[src/rtl/pwm_gate_pkg.sv]
package pwm_gate_pkg;

    typedef enum logic [1:0] {
        LVL_MID  = 2'd0,
        LVL_LOW  = 2'd1,
        LVL_HIGH = 2'd2
    } level_t;

    typedef enum logic [2:0] {
        ST_IDLE    = 3'd0,
        ST_HS_DEAD = 3'd1,
        ST_HS_ON   = 3'd2,
        ST_HS_PROP = 3'd3,
        ST_DRAIN   = 3'd4,
        ST_LS_DLY  = 3'd5,
        ST_LS_ON   = 3'd6
    } seq_state_t;

    // Exactly one flag selects a rail level; anything else reads as mid-level.
    function automatic level_t decode_level(input logic hi, input logic lo);
        if (hi && !lo)      return LVL_HIGH;
        else if (lo && !hi) return LVL_LOW;
        else                return LVL_MID;
    endfunction

endpackage

[src/rtl/pwm_level_filter.sv]
module pwm_level_filter
    import pwm_gate_pkg::*;
#(
    parameter int DETECT_CYC  = 2,
    parameter int MIN_ON_CYC  = 3,
    parameter int HOLD_LO_CYC = 4,
    parameter int HOLD_HI_CYC = 5
) (
    input  logic   clk,
    input  logic   rst_n,
    input  logic   pwm_hi,
    input  logic   pwm_lo,
    output level_t cmd
);
    localparam int MAX_A    = (DETECT_CYC > HOLD_LO_CYC) ? DETECT_CYC : HOLD_LO_CYC;
    localparam int MAX_NEED = (MAX_A > HOLD_HI_CYC) ? MAX_A : HOLD_HI_CYC;
    localparam int RUN_W    = $clog2(MAX_NEED + 1);
    localparam int AGE_W    = $clog2(MIN_ON_CYC + 1);

    localparam logic [RUN_W-1:0] NEED_DET = RUN_W'(DETECT_CYC);
    localparam logic [RUN_W-1:0] NEED_LO  = RUN_W'(HOLD_LO_CYC);
    localparam logic [RUN_W-1:0] NEED_HI  = RUN_W'(HOLD_HI_CYC);
    localparam logic [RUN_W-1:0] RUN_MAX  = '1;
    localparam logic [AGE_W-1:0] AGE_MIN  = AGE_W'(MIN_ON_CYC);
    localparam logic [AGE_W-1:0] AGE_MAX  = '1;

    level_t           raw, cand;
    logic [RUN_W-1:0] run, run_nxt, need;
    logic [AGE_W-1:0] age;
    logic             hold_blk, take;

    always_comb begin
        raw      = decode_level(pwm_hi, pwm_lo);
        run_nxt  = (raw == cand) ? ((run == RUN_MAX) ? run : run + 1'b1) : RUN_W'(1);
        if (raw == LVL_MID) need = (cmd == LVL_HIGH) ? NEED_HI : NEED_LO;
        else                need = NEED_DET;
        hold_blk = (cmd == LVL_HIGH) && (age < AGE_MIN);
        take     = (raw != cmd) && (run_nxt >= need) && !hold_blk;
    end

    always_ff @(posedge clk or negedge rst_n) begin
        if (!rst_n) begin
            cand <= LVL_MID;
            run  <= '0;
            cmd  <= LVL_MID;
            age  <= '0;
        end else begin
            cand <= raw;
            run  <= run_nxt;
            if (take) begin
                cmd <= raw;
                age <= AGE_W'(1);
            end else if (age != AGE_MAX) begin
                age <= age + 1'b1;
            end
        end
    end

endmodule

[src/rtl/pwm_gate_fsm.sv]
module pwm_gate_fsm
    import pwm_gate_pkg::*;
#(
    parameter int DEAD_CYC   = 2,
    parameter int PROP_CYC   = 3,
    parameter int LS_DLY_CYC = 2
) (
    input  logic   clk,
    input  logic   rst_n,
    input  logic   enable,
    input  logic   ls_off_n,
    input  logic   hs_discharged,
    input  level_t cmd,
    output logic   gate_hs,
    output logic   gate_ls
);
    localparam int MAX_A = (DEAD_CYC > PROP_CYC) ? DEAD_CYC : PROP_CYC;
    localparam int MAX_C = (MAX_A > LS_DLY_CYC) ? MAX_A : LS_DLY_CYC;
    localparam int CNT_W = (MAX_C > 1) ? $clog2(MAX_C) : 1;

    localparam logic [CNT_W-1:0] LAST_DEAD = CNT_W'(DEAD_CYC - 1);
    localparam logic [CNT_W-1:0] LAST_PROP = CNT_W'(PROP_CYC - 1);
    localparam logic [CNT_W-1:0] LAST_LSD  = CNT_W'(LS_DLY_CYC - 1);

    seq_state_t       state, state_nxt;
    logic [CNT_W-1:0] cnt, cnt_nxt;

    always_ff @(posedge clk or negedge rst_n) begin
        if (!rst_n) begin
            state <= ST_IDLE;
            cnt   <= '0;
        end else begin
            state <= state_nxt;
            cnt   <= cnt_nxt;
        end
    end

    always_comb begin
        state_nxt = state;
        cnt_nxt   = '0;
        if (!enable) begin
            state_nxt = ST_IDLE;
        end else begin
            unique case (state)
                ST_IDLE: begin
                    if (cmd == LVL_HIGH)     state_nxt = ST_HS_DEAD;
                    else if (cmd == LVL_LOW) state_nxt = ST_DRAIN;
                end
                ST_HS_DEAD: begin
                    if (cmd == LVL_LOW)      state_nxt = ST_DRAIN;
                    else if (cmd == LVL_MID) state_nxt = ST_IDLE;
                    else if (cnt == LAST_DEAD) state_nxt = ST_HS_ON;
                    else cnt_nxt = cnt + 1'b1;
                end
                ST_HS_ON: begin
                    if (cmd != LVL_HIGH) state_nxt = ST_HS_PROP;
                end
                ST_HS_PROP: begin
                    if (cmd == LVL_HIGH)       state_nxt = ST_HS_ON;
                    else if (cnt == LAST_PROP) state_nxt = ST_DRAIN;
                    else cnt_nxt = cnt + 1'b1;
                end
                ST_DRAIN: begin
                    if (cmd == LVL_HIGH)     state_nxt = ST_HS_DEAD;
                    else if (cmd == LVL_MID) state_nxt = ST_IDLE;
                    else if (hs_discharged)  state_nxt = ST_LS_DLY;
                end
                ST_LS_DLY: begin
                    if (cmd == LVL_HIGH)      state_nxt = ST_HS_DEAD;
                    else if (cmd == LVL_MID)  state_nxt = ST_IDLE;
                    else if (cnt == LAST_LSD) state_nxt = ST_LS_ON;
                    else cnt_nxt = cnt + 1'b1;
                end
                ST_LS_ON: begin
                    if (cmd == LVL_HIGH)     state_nxt = ST_HS_DEAD;
                    else if (cmd == LVL_MID) state_nxt = ST_IDLE;
                end
                default: state_nxt = ST_IDLE;
            endcase
        end
    end

    always_comb begin
        gate_hs = enable && ((state == ST_HS_ON) || (state == ST_HS_PROP));
        gate_ls = enable && ls_off_n && (state == ST_LS_ON);
    end

endmodule

[src/rtl/pwm_gate_seq.sv]
module pwm_gate_seq
    import pwm_gate_pkg::*;
#(
    parameter int DETECT_CYC  = 2,
    parameter int MIN_ON_CYC  = 3,
    parameter int HOLD_LO_CYC = 4,
    parameter int HOLD_HI_CYC = 5,
    parameter int DEAD_CYC    = 2,
    parameter int PROP_CYC    = 3,
    parameter int LS_DLY_CYC  = 2
) (
    input  logic clk,
    input  logic rst_n,
    input  logic enable,
    input  logic pwm_hi,
    input  logic pwm_lo,
    input  logic ls_off_n,
    input  logic hs_discharged,
    output logic gate_hs,
    output logic gate_ls
);
    level_t cmd;

    pwm_level_filter #(
        .DETECT_CYC (DETECT_CYC),
        .MIN_ON_CYC (MIN_ON_CYC),
        .HOLD_LO_CYC(HOLD_LO_CYC),
        .HOLD_HI_CYC(HOLD_HI_CYC)
    ) filt_i (
        .clk   (clk),
        .rst_n (rst_n),
        .pwm_hi(pwm_hi),
        .pwm_lo(pwm_lo),
        .cmd   (cmd)
    );

    pwm_gate_fsm #(
        .DEAD_CYC  (DEAD_CYC),
        .PROP_CYC  (PROP_CYC),
        .LS_DLY_CYC(LS_DLY_CYC)
    ) fsm_i (
        .clk          (clk),
        .rst_n        (rst_n),
        .enable       (enable),
        .ls_off_n     (ls_off_n),
        .hs_discharged(hs_discharged),
        .cmd          (cmd),
        .gate_hs      (gate_hs),
        .gate_ls      (gate_ls)
    );

endmodule

[config.mk]
export PLATFORM = sky130hd
export DESIGN_NAME = pwm_gate_seq
export DESIGN_NICKNAME = d
export VERILOG_FILES = /design/src/rtl/pwm_gate_pkg.sv /design/src/rtl/pwm_level_filter.sv /design/src/rtl/pwm_gate_fsm.sv /design/src/rtl/pwm_gate_seq.sv
export SDC_FILE = /design/constraint.sdc
export NUM_CORES = 1
export LEC_CHECK = 0
export BUFFER_PORTS_ARGS = -buffer_cell sky130_fd_sc_hd__buf_2
export CORE_ASPECT_RATIO = 0.7
export CORE_UTILIZATION = 30
export DETAILED_ROUTE_END_ITERATION = 6
export GPL_ROUTABILITY_DRIVEN = 0
export PLACE_DENSITY = 0.53
export SYNTH_ARGS = -nofsm -noshare
export SYNTH_HDL_FRONTEND = slang
export SYNTH_HIERARCHICAL = 1
export SYNTH_SLANG_ARGS = --single-unit
[constraint.sdc]
create_clock -name clk -period 1.88 [get_ports clk]
set_clock_uncertainty 0.15 [all_clocks]
set_input_delay 0.376 -clock clk [delete_from_list [all_inputs] [get_ports clk]]
set_output_delay 0.376 -clock clk [all_outputs]
set_load 0.03 [all_outputs]
== Word level (Yosys, flattened, before mapping) ==
Index checks and enable logic that the tools add are counted.
Word-level totals
  output and inout port bits: 2
  register bits: 14
  word-level logic and storage cells: 84
  input bits: 7
Operators by class
  order comparisons: 2
  reductions and logical operators: 17
  multiplexer cells: 34
  equality and inequality tests: 22
  add/subtract/negate cells: 3
Operators by type and width (number)
  3-bit two-way mux: 20
  3-bit case mux with 7 select lines: 1
  2-bit two-way mux: 10
  3-bit equality test (second input constant): 4
  4-bit by 3-bit inequality test with 1-bit output (second input constant): 3
  1-bit logical AND: 8
  7-bit AND reduction: 1
  3-bit by 2-bit equality test with 1-bit output (second input constant): 2
  2-bit case mux with 3 select lines: 1
  5-bit by 2-bit inequality test with 1-bit output (second input constant): 1
  5-bit by 3-bit inequality test with 1-bit output (second input constant): 1
  5-bit by 4-bit inequality test with 1-bit output (second input constant): 1
  2-bit by 1-bit adder with 2-bit output (second input constant): 2
  2-bit by 1-bit equality test with 1-bit output (second input constant): 2
  2-bit equality test (second input constant): 2
  2-bit logical NOT: 2
  2-bit inequality test (second input constant): 2
  3-bit by 1-bit adder with 3-bit output (second input constant): 1
  3-bit by 1-bit equality test with 1-bit output (second input constant): 1
  3-bit >= comparator: 1
  1-bit logical NOT: 3
  3-bit logical NOT: 1
  3-bit by 2-bit inequality test with 1-bit output (second input constant): 1
  2-bit equality test: 1
  other kinds (5): 6

== Depth between registers and ports, before layout ==
Gate-level depths: netlist of run 1.
  depth after elaboration: 10
  gate-level depth with buffers: 11
  mapped depth without buffers: 11

== Hierarchy ==
Netlist of run 1, hierarchy kept.
By module, submodules not included
  pwm_level_filter: sequential area each 225.2 um2, cells each 53, area an instance 540.5 um2, instances 1
  pwm_gate_fsm: sequential area each 125.1 um2, cells each 60, area an instance 513.0 um2, instances 1

== Worst setup path before layout of run 1 ==
OpenSTA, ideal clock, no wires.
  path type: input -> register
  start: input pwm_hi
  end: register filt_i.age[1]
  arrival time: 1.860 ns
  library setup time: 0.122 ns
  cell stages on the path: 11
  slack: -0.252 ns
  required time: 1.608 ns
  cells stage by stage: inv_1 > ha_1 > xnor2_1 > nand2_1 > or2_1 > inv_1 > ha_1 > nor2b_4 > o21ai_4 > nand3_1 > a32o_1
On the way
  cells in the longest elaborated chain, start to end: 10
  elaborated cells between the ends (all ways): 15
  those cells by class: order compare: 1; eq/ne: 2; mux: 5; reduce/logical: 7
Ends and longest elaborated chain
  start, declared: line pwm_gate_seq.sv:15  | input logic pwm_hi,
  1-bit logical NOT: line pwm_gate_pkg.sv:22  | else if (lo && !hi) return LVL_LOW;
  1-bit logical AND: line pwm_gate_pkg.sv:22
  1-bit two-way mux: line pwm_gate_pkg.sv:22
  2-bit two-way mux *: line pwm_gate_pkg.sv:21  | if (hi && !lo) return LVL_HIGH;
  net filt_i.raw[0]: line pwm_level_filter.sv:27  | level_t raw, cand;
  2-bit equality test *: line pwm_level_filter.sv:34  | run_nxt = (raw == cand) ? ((run == RUN_MAX) ? run : run + 1'b1) : RUN_W'(1);
  3-bit two-way mux *: line pwm_level_filter.sv:34
  net filt_i.run_nxt[0]: line pwm_level_filter.sv:28  | logic [RUN_W-1:0] run, run_nxt, need;
  3-bit >= comparator *: line pwm_level_filter.sv:38  | take = (raw != cmd) && (run_nxt >= need) && !hold_blk;
  1-bit logical AND * (2 in series): line pwm_level_filter.sv:38
  2-bit two-way mux / 2-bit nonzero test (equally long branches)
  end signal, assigned: line pwm_level_filter.sv:54  | age <= age + 1'b1;
  end, declared: line pwm_level_filter.sv:29  | logic [AGE_W-1:0] age;
Mark *: on every way through the listed nets, which the timed path passes. The rest lies on a longest branch.
A chain may end at the register's enable or synchronous reset.

== Worst setup path after layout of run 1 ==
  start: register filt_i.run[1]
  end: register filt_i.age[1]
On the way
  cells in the longest elaborated chain, start to end: 7
  elaborated cells between the ends (all ways): 9
  those cells by class: add/sub: 1; order compare: 1; eq/ne: 1; mux: 3; reduce/logical: 3
Ends and longest elaborated chain
  start, declared: line pwm_level_filter.sv:28
  start signal, assigned: line pwm_level_filter.sv:49  | run <= run_nxt;
  3-bit equality test *: line pwm_level_filter.sv:34
  3-bit two-way mux * (2 in series): line pwm_level_filter.sv:34
  net filt_i.run_nxt[0]: line pwm_level_filter.sv:28
  3-bit >= comparator *: line pwm_level_filter.sv:38
  1-bit logical AND * (2 in series): line pwm_level_filter.sv:38
  2-bit two-way mux / 2-bit nonzero test (equally long branches)
Marks and branches as above.

==> impl_metrics.env, run 1 <==
export IMPL_final_area_mm2=0.001355
export IMPL_synthTopCellsByArea="dfrtp_1, ha_1, a21oi_1"
export IMPL_slew_headroom=0.7805
export IMPL_pwr_share_comb=0.573
export IMPL_r2r_start="filt_i/run[1]"
export IMPL_drive_gt1_frac=0.3852
export IMPL_hold_path_class="in -> reg"
export IMPL_swShare=0.3947
export IMPL_worst_slew_pin_slew_ps=329.3
export IMPL_holdPathStages=2
export IMPL_syn_cell_area_mm2=0.001054
export IMPL_fill_cells=325
export IMPL_drt_iter0_markers=29
export IMPL_grt_pass1_wl_um=3657
export IMPL_ant_nets=0
export IMPL_dpl_instance_area_mm2=0.001291
export IMPL_hold_start="enable"
export IMPL_worst_r2r_setup_slack_ps=-190
export IMPL_track_usage=0.1314
export IMPL_ys_types=43
export IMPL_drv_slew=0
export IMPL_yosysTopAreaCellShare=0.3325
export IMPL_ys_seq_area_frac=0.3325
export IMPL_hold_viol=0
export IMPL_drt_total_wl_um=2131
export IMPL_drv_cap=0
export IMPL_total_power_mw=1.704
export IMPL_core_area_mm2=0.003254
export IMPL_cts_tree="yes"
export IMPL_path_clk_slew_ps=50
export IMPL_via_per_inst=4.665
export IMPL_cts_sinks=14
export IMPL_rsz0062_at_grt="yes"
export IMPL_syn_nets=127
export IMPL_ys_warn_count=6
export IMPL_stdcell_count=182
export IMPL_switchingPower_mw=0.6727
export IMPL_drc_errors=0
export IMPL_grt_overflow_total=0
export IMPL_cts_htree_levels=1
export IMPL_synth_seq_cells=14
export IMPL_yosysTopAreaCell="dfrtp_1"
export IMPL_fin_crit_sh=1.100
export IMPL_cp_data_required_time_ps=1860
export IMPL_die_w_um=72.83
export IMPL_dp_cells=178
export IMPL_cp_startpoint="filt_i/run[1]"
export IMPL_rows=17
export IMPL_p_clk_frac=0.141
export IMPL_p_int_mw=1.032
export IMPL_netlist_instances=113
export IMPL_nNetsFinal=151
export IMPL_cts_path_max_buffers=2
export IMPL_post_route_min_period_ps=2067
export IMPL_pwr_share_seq=0.285
export IMPL_ir_worst_vdd_mv=0.6750
export IMPL_dp_hpwl_um=1705
export IMPL_status="complete, but fails checks"
export IMPL_cts_buffers=3
export IMPL_grt_pass1_vias=806
export IMPL_avgSynthCellArea_um2=9.323
export IMPL_reg2reg_to="filt_i/age[1]"
export IMPL_firstDrtPassIters=4
export IMPL_die_y_um=51.58
export IMPL_fmax_mhz=483.7
export IMPL_leakage_nw=0.5826
export IMPL_root_buffer="clkbuf_8"
export IMPL_worstSetupEndpoint="filt_i/age[1]"
export IMPL_ff2ff_path_depth=10
export IMPL_dr_total_vias=849
export IMPL_worstSetupPathType="reg -> reg"
export IMPL_wl_per_cell_um=11.71
export IMPL_p_per_area_mw_per_mm2=1258
export IMPL_initial_core_util=0.3237
export IMPL_port_buffers=8
export IMPL_crit_arrival_ps=2050
export IMPL_finalWorstSetupSlack_ps=-187.3
export IMPL_die_area_mm2=0.003757
export IMPL_antenna_cells=0
export IMPL_clk_latency_ps=240
export IMPL_startpoint_type="register"
export IMPL_setup_violations=4
export IMPL_cp_max_fo=7
export IMPL_violations="negative setup slack"
export IMPL_endpoint_kind="register"
export IMPL_ios=9
export IMPL_area_delta_synth_final_pct=28.62
export IMPL_grt_max_degree=15
export IMPL_antenna_found_initial=0
layout by cell type, fill, tap and decap left out, types with 2 or more instances in the layout:
cell | Yosys | layout
xor2_1 | 2 | 2
buf_4 | 1 | 13
a21oi_1 | 10 | 9
and2b_1 | 3 | 3
o21ai_1 | 1 | 2
nand2_2 | 1 | 3
and2b_2 | 2 | 2
nand2b_4 | 2 | 2
nand2_1 | 10 | 8
nor2_1 | 9 | 8
xnor2_1 | 4 | 4
o21ai_0 | 4 | 3
o21ai_4 | 2 | 2
ha_1 | 7 | 3
ha_4 | 0 | 3
inv_1 | 8 | 5
buf_6 | 2 | 2
clkbuf_8 | 0 | 3
nand3_1 | 4 | 3
nand2b_1 | 2 | 2
nor3_1 | 2 | 2
dfrtp_1 | 14 | 14
buf_2 | 1 | 7
kinds of logic after synthesis:
group	share of synthesized area
and+or+nand+nor	0.2661
AOI/OAI and AO/OA	0.1865
DFF	0.3325
buffers and inverters	0.06176
adders and majority gates	0.08313
xor gates and xnor gates	0.04988
muxes	0.02019
metrics by stage:
step             util  hold slack (ps)  TNS [ps]  worst slack (ps)
2_1_floorplan       -           -69.59    -142.2            -67.38
3_3_place_gp   0.3968            140.4     -1321            -369.4
3_5_place_dp   0.3968            148.9     -1517            -393.9
4_1_cts        0.4133            283.4    -578.0            -185.5
5_1_grt        0.4164            280.1     -1096            -283.4
6_report       0.4164            292.0    -568.5            -187.3
Yosys cell counts (all sizes together):
cell	n
o31a	1
mux2i	1
a22o	1
nor3	2
nor2	9
inv	8
o21ai	7
buf	4
and4	1
and2	2
xnor2	4
a32o	1
nand2	11
mux2	1
xor2	2
o31ai	1
or4b	1
a21oi	10
ha	7
o2111ai	2
nand2b	4
nor3b	1
nor2b	2
a22oi	2
dfrtp	14
nand3	4
or2b	1
or2	1
nor4	1
and2b	6
a32oi	1
state kept, by name, indices dropped and copies added (netlist names):
| name | count |
|---|---|
| fsm_i/state | 3 |
| filt_i/cmd | 2 |
| fsm_i/cnt | 2 |
| filt_i/age | 2 |
| filt_i/cand | 2 |
| filt_i/run | 3 |
worst min path at each step:
| stage | endpoint |
|---|---|
| 3_5_place_dp | fsm_i/cnt[0] |
| 6_report | fsm_i/state[0] |
| 4_1_cts | fsm_i/state[0] |
| 3_3_place_gp | filt_i/run[2] |
| 5_1_grt | fsm_i/state[0] |
| 2_1_floorplan | filt_i/age[0] |
critical path, cell delays in order (launching register included):
cell     delay (ps)
dfrtp_1         380
ha_2            200
nand2_2          70
xor2_1          120
or2_1           150
inv_2            50
ha_4            260
nor2b_4          40
o21ai_4         200
nand2_1          90
a32o_1          240
power by group through the flow:
| stage | logic [mW] | registers, mW | clock network [mW] |
|---|---|---|---|
| 2_1_floorplan | 0.747 | 0.460 | 0 |
| 3_3_place_gp | 0.937 | 0.490 | 0 |
| 3_5_place_dp | 0.965 | 0.492 | 0 |
| 4_1_cts | 0.972 | 0.488 | 0.250 |
| 5_1_grt | 1.08 | 0.503 | 0.272 |
| 6_report | 0.977 | 0.487 | 0.241 |
layout make-up:
cell class	instances	area (µm²)	area share
Multi-Input combinational cell	87	694.4	0.5125
Inverter	8	45.04	0.03324
Clock buffer	3	41.29	0.03047
Tap cell	47	58.81	0.04340
Sequential cell	14	350.3	0.2585
Timing Repair Buffer	23	165.2	0.1219
layer usage:
layer  track usage  up-vias  part of all wire
met3       0.04651        3             0.038
met4       0.01961        0            0.0038
met2        0.1978        9              0.41
met5             0        -                 0
met1        0.1839      400              0.55
li1              -      437                 -
repair_timing:
item / in CTS / in global routing
gates resized for setup: 2 / 3
hold buffers: 1 / 0
setup buffers: 0 / 0
pin swaps: 1 / 1
endpoints found under the setup margin: 5 / 7
endpoints found under the hold margin: 14 / 0
Note: power is estimated with default switching activity, not from simulation.
==> run 2, diff against run 1 <==
--- a/config.mk
+++ b/config.mk
@@ -14,4 +14,3 @@
 export SYNTH_ARGS = -nofsm -noshare
 export SYNTH_HDL_FRONTEND = slang
-export SYNTH_HIERARCHICAL = 1
 export SYNTH_SLANG_ARGS = --single-unit
--- a/constraint.sdc
+++ b/constraint.sdc
@@ -3,3 +3,3 @@
 set_input_delay 0.376 -clock clk [delete_from_list [all_inputs] [get_ports clk]]
 set_output_delay 0.376 -clock clk [all_outputs]
-set_load 0.03 [all_outputs]
+set_load 0.02 [all_outputs]
==> run 2 against run 1 <==
Against the previous run:
- the flow still finishes with violations (negative setup slack)
- power increased by 2.2%
- final area increased by 4.2%
- sequential power decreased by 3%
- critical endpoint is now filt_i.cmd[0]
- largest cell class unchanged
==> impl_metrics.env, run 2 <==
export IMPL_hold_viol=0
export IMPL_drv_slew=0
export IMPL_synth_simple_gate_area_frac=0.2158
export IMPL_status="complete, but fails checks"
export IMPL_synth_seq_cells=14
export IMPL_fmax_mhz=419.2
export IMPL_grtUsageMet3=0.03012
export IMPL_cp_data_required_time_ps=1860
export IMPL_final_common_cell="buf_4"
export IMPL_synthTopCellsByArea="dfrtp_1, ha_1, a21oi_1"
export IMPL_use_met1=0.1864
export IMPL_stdcell_count=179
export IMPL_pwr_share_comb=0.562
export IMPL_cts_htree_levels=1
export IMPL_area_delta_synth_final_pct=39.09
export IMPL_rows=17
export IMPL_die_w_um=71.51
export IMPL_holdPathStages=2
export IMPL_leakage_nw=0.6329
export IMPL_initial_core_util=0.3180
export IMPL_grt_overflow_total=0
export IMPL_clk_latency_ps=240
export IMPL_yosysTopAreaCell="dfrtp_1"
export IMPL_core_area_mm2=0.003191
export IMPL_fin_crit_sh=1.269
export IMPL_fill_cells=311
export IMPL_post_route_min_period_ps=2385
export IMPL_track_usage=0.1387
export IMPL_ir_worst_vdd_mv=0.4972
export IMPL_ys_seq_area_frac=0.3453
export IMPL_reg_top3="filt_i.run: 3 flops, fsm_i.state: 3 flops"
export IMPL_slew_headroom=0.7902
export IMPL_antenna_found_initial=0
export IMPL_post_route_util=0.4424
export IMPL_violations="negative setup slack"
export IMPL_cts_path_max_buffers=2
export IMPL_ys_types=39
export IMPL_grt_max_degree=15
export IMPL_netlist_instances=113
export IMPL_synth_compound_area_share=0.1825
export IMPL_multiInputGateArea_um2=695.7
export IMPL_yosysTopAreaCellShare=0.3453
export IMPL_die_y_um=50.66
export IMPL_ys_async_sr_fraction=1.000
export IMPL_busiest_layer="met2"
export IMPL_yosys_cell_count_top_type="dfrtp_1"
export IMPL_dp_hpwl_um=1637
export IMPL_worstSetupPathType="reg -> reg"
export IMPL_syn_cell_area_mm2=0.001015
export IMPL_grt_pass1_wl_um=3898
export IMPL_drc_errors=0
export IMPL_dr_total_vias=911
export IMPL_rsz0062_at_grt="yes"
export IMPL_whs_ps=274.9
export IMPL_dp_cells=168
export IMPL_die_area_mm2=0.003623
export IMPL_finalWorstSetupSlack_ps=-505.3
export IMPL_layout_common_cells="buf_4, dfrtp_1, o21ai_0"
export IMPL_nNetsFinal=156
export IMPL_grt_pass1_vias=863
export IMPL_path_clk_slew_ps=60
export IMPL_p_int_mw=1.083
export IMPL_ant_nets=0
export IMPL_synth_edf_count=0
export IMPL_endpoint_kind="register"
export IMPL_p_clk_frac=0.166
export IMPL_pwr_share_seq=0.272
export IMPL_crit_arrival_ps=2360
export IMPL_ios=9
export IMPL_synth_xor_area_frac=0.05179
export IMPL_firstDrtPassIters=4
export IMPL_swShare=0.3785
export IMPL_cts_tree="yes"
export IMPL_worst_slew_pin_slew_ps=314.7
export IMPL_cts_buffers=3
export IMPL_total_power_mw=1.742
export IMPL_cts_sinks=14
export IMPL_startpoint_type="register"
export IMPL_synthFlopType="dfrtp_1"
export IMPL_drv_cap=0
export IMPL_drt_iter0_markers=35
export IMPL_syn_nets=127
export IMPL_ys_warn_count=0
export IMPL_wl_per_cell_um=12.66
export IMPL_seq_area_um2=354.1
export IMPL_pre_cts_slack_ps=-729.6
export IMPL_ff2ff_path_depth=11
export IMPL_synth_top_family_by_area="simple AND/OR/NAND/NOR gates"
export IMPL_hold_path_class="in -> reg"
export IMPL_drt_total_wl_um=2266
export IMPL_port_buffers=8
export IMPL_setup_violations=4
export IMPL_drive_gt1_frac=0.4255
export IMPL_avgSynthCellArea_um2=8.980
export IMPL_synthAdderAreaFrac=0.08631
export IMPL_met2_usage=0.2190
export IMPL_switchingPower_mw=0.6594
export IMPL_root_buffer="clkbuf_8"
export IMPL_p_per_area_mw_per_mm2=1234
export IMPL_antenna_cells=0
export IMPL_cp_max_fo=3
export IMPL_via_per_inst=5.089
export IMPL_synthTopCellsByCount="dfrtp_1, inv_1, nand2_1"
export IMPL_synthMuxAreaShare=0.05425
[run 2: cell types whose count changed after synthesis, moves of 3 or more]
cell	change
nor2_1	-5
buf_2	+3
o21ai_0	+4
nor2b_1	+3
[run 2: logic make-up after synthesis]
kind of cell | count (synthesis)
adders and majority gates | 7
and+or+nand+nor | 39
AOI/OAI and AO/OA | 28
xor gates and xnor gates | 6
muxes | 5
buffers and inverters | 14
DFF | 14
[run 2: what timing repair did]
action / in CTS / in global routing
hold endpoints to repair: 14 / 0
gates resized for setup: 8 / 10
setup endpoints to repair: 5 / 7
buffers inserted: 2 / 4
pin swaps: 5 / 4
hold buffers: 1 / 0
[run 2: worst paths after layout]
path	start	to	slack, ps
worst max-delay path	filt_i.run[0]	filt_i.cmd[0]	-510
worst min-delay path	enable	fsm_i.state[1]	270
worst max register to register	filt_i.run[0]	filt_i.cmd[0]	-510
worst min register to register	fsm_i.cnt[0]	fsm_i.cnt[0]	360
max in group asynchronous	rst_n	fsm_i.state[0]	920
min in group asynchronous	rst_n	filt_i.cand[1]	400
[run 2: layout make-up]
class	instances	share of cell area
clock buffer	4	0.03901
inverter	9	0.03457
multi-input combinational	85	0.4929
sequential	14	0.2509
tap	38	0.03369
timing repair buffer	29	0.1489
[run 2: critical path: stages, from the launching register on]
cell and delay (ps):
dfrtp_1 360, ha_2 190, nand2_2 70, xor2_1 160
or2_4 230, inv_2 70, ha_4 180, nand2b_4 130
a21oi_2 110, nor2b_1 60, o221ai_2 220, mux2_4 330
[run 2: power by group through the flow]
| stage | registers, mW | logic [mW] | clock network (mW) |
|---|---|---|---|
| 4_1_cts | 0.467 | 0.882 | 0.299 |
| 3_3_place_gp | 0.461 | 0.826 | 0 |
| 5_1_grt | 0.486 | 1.09 | 0.311 |
| 2_1_floorplan | 0.428 | 0.655 | 0 |
| 3_5_place_dp | 0.467 | 0.843 | 0 |
| 6_report | 0.474 | 0.979 | 0.289 |
[run 2: per-stage QoR]
stage | area [µm²] | TNS (ps)
floorplan | 1071 | -1349
global placement | 1232 | -2521
detailed placement | 1232 | -2687
CTS | 1349 | -2007
global route | 1411 | -2301
finish | 1411 | -1809
[run 2: routing by layer]
metal | up-vias | routed length [µm]
met4 | 0 | 12
li1 | 454 | -
met1 | 435 | 1162
met2 | 20 | 1013
met5 | - | 0
met3 | 2 | 77
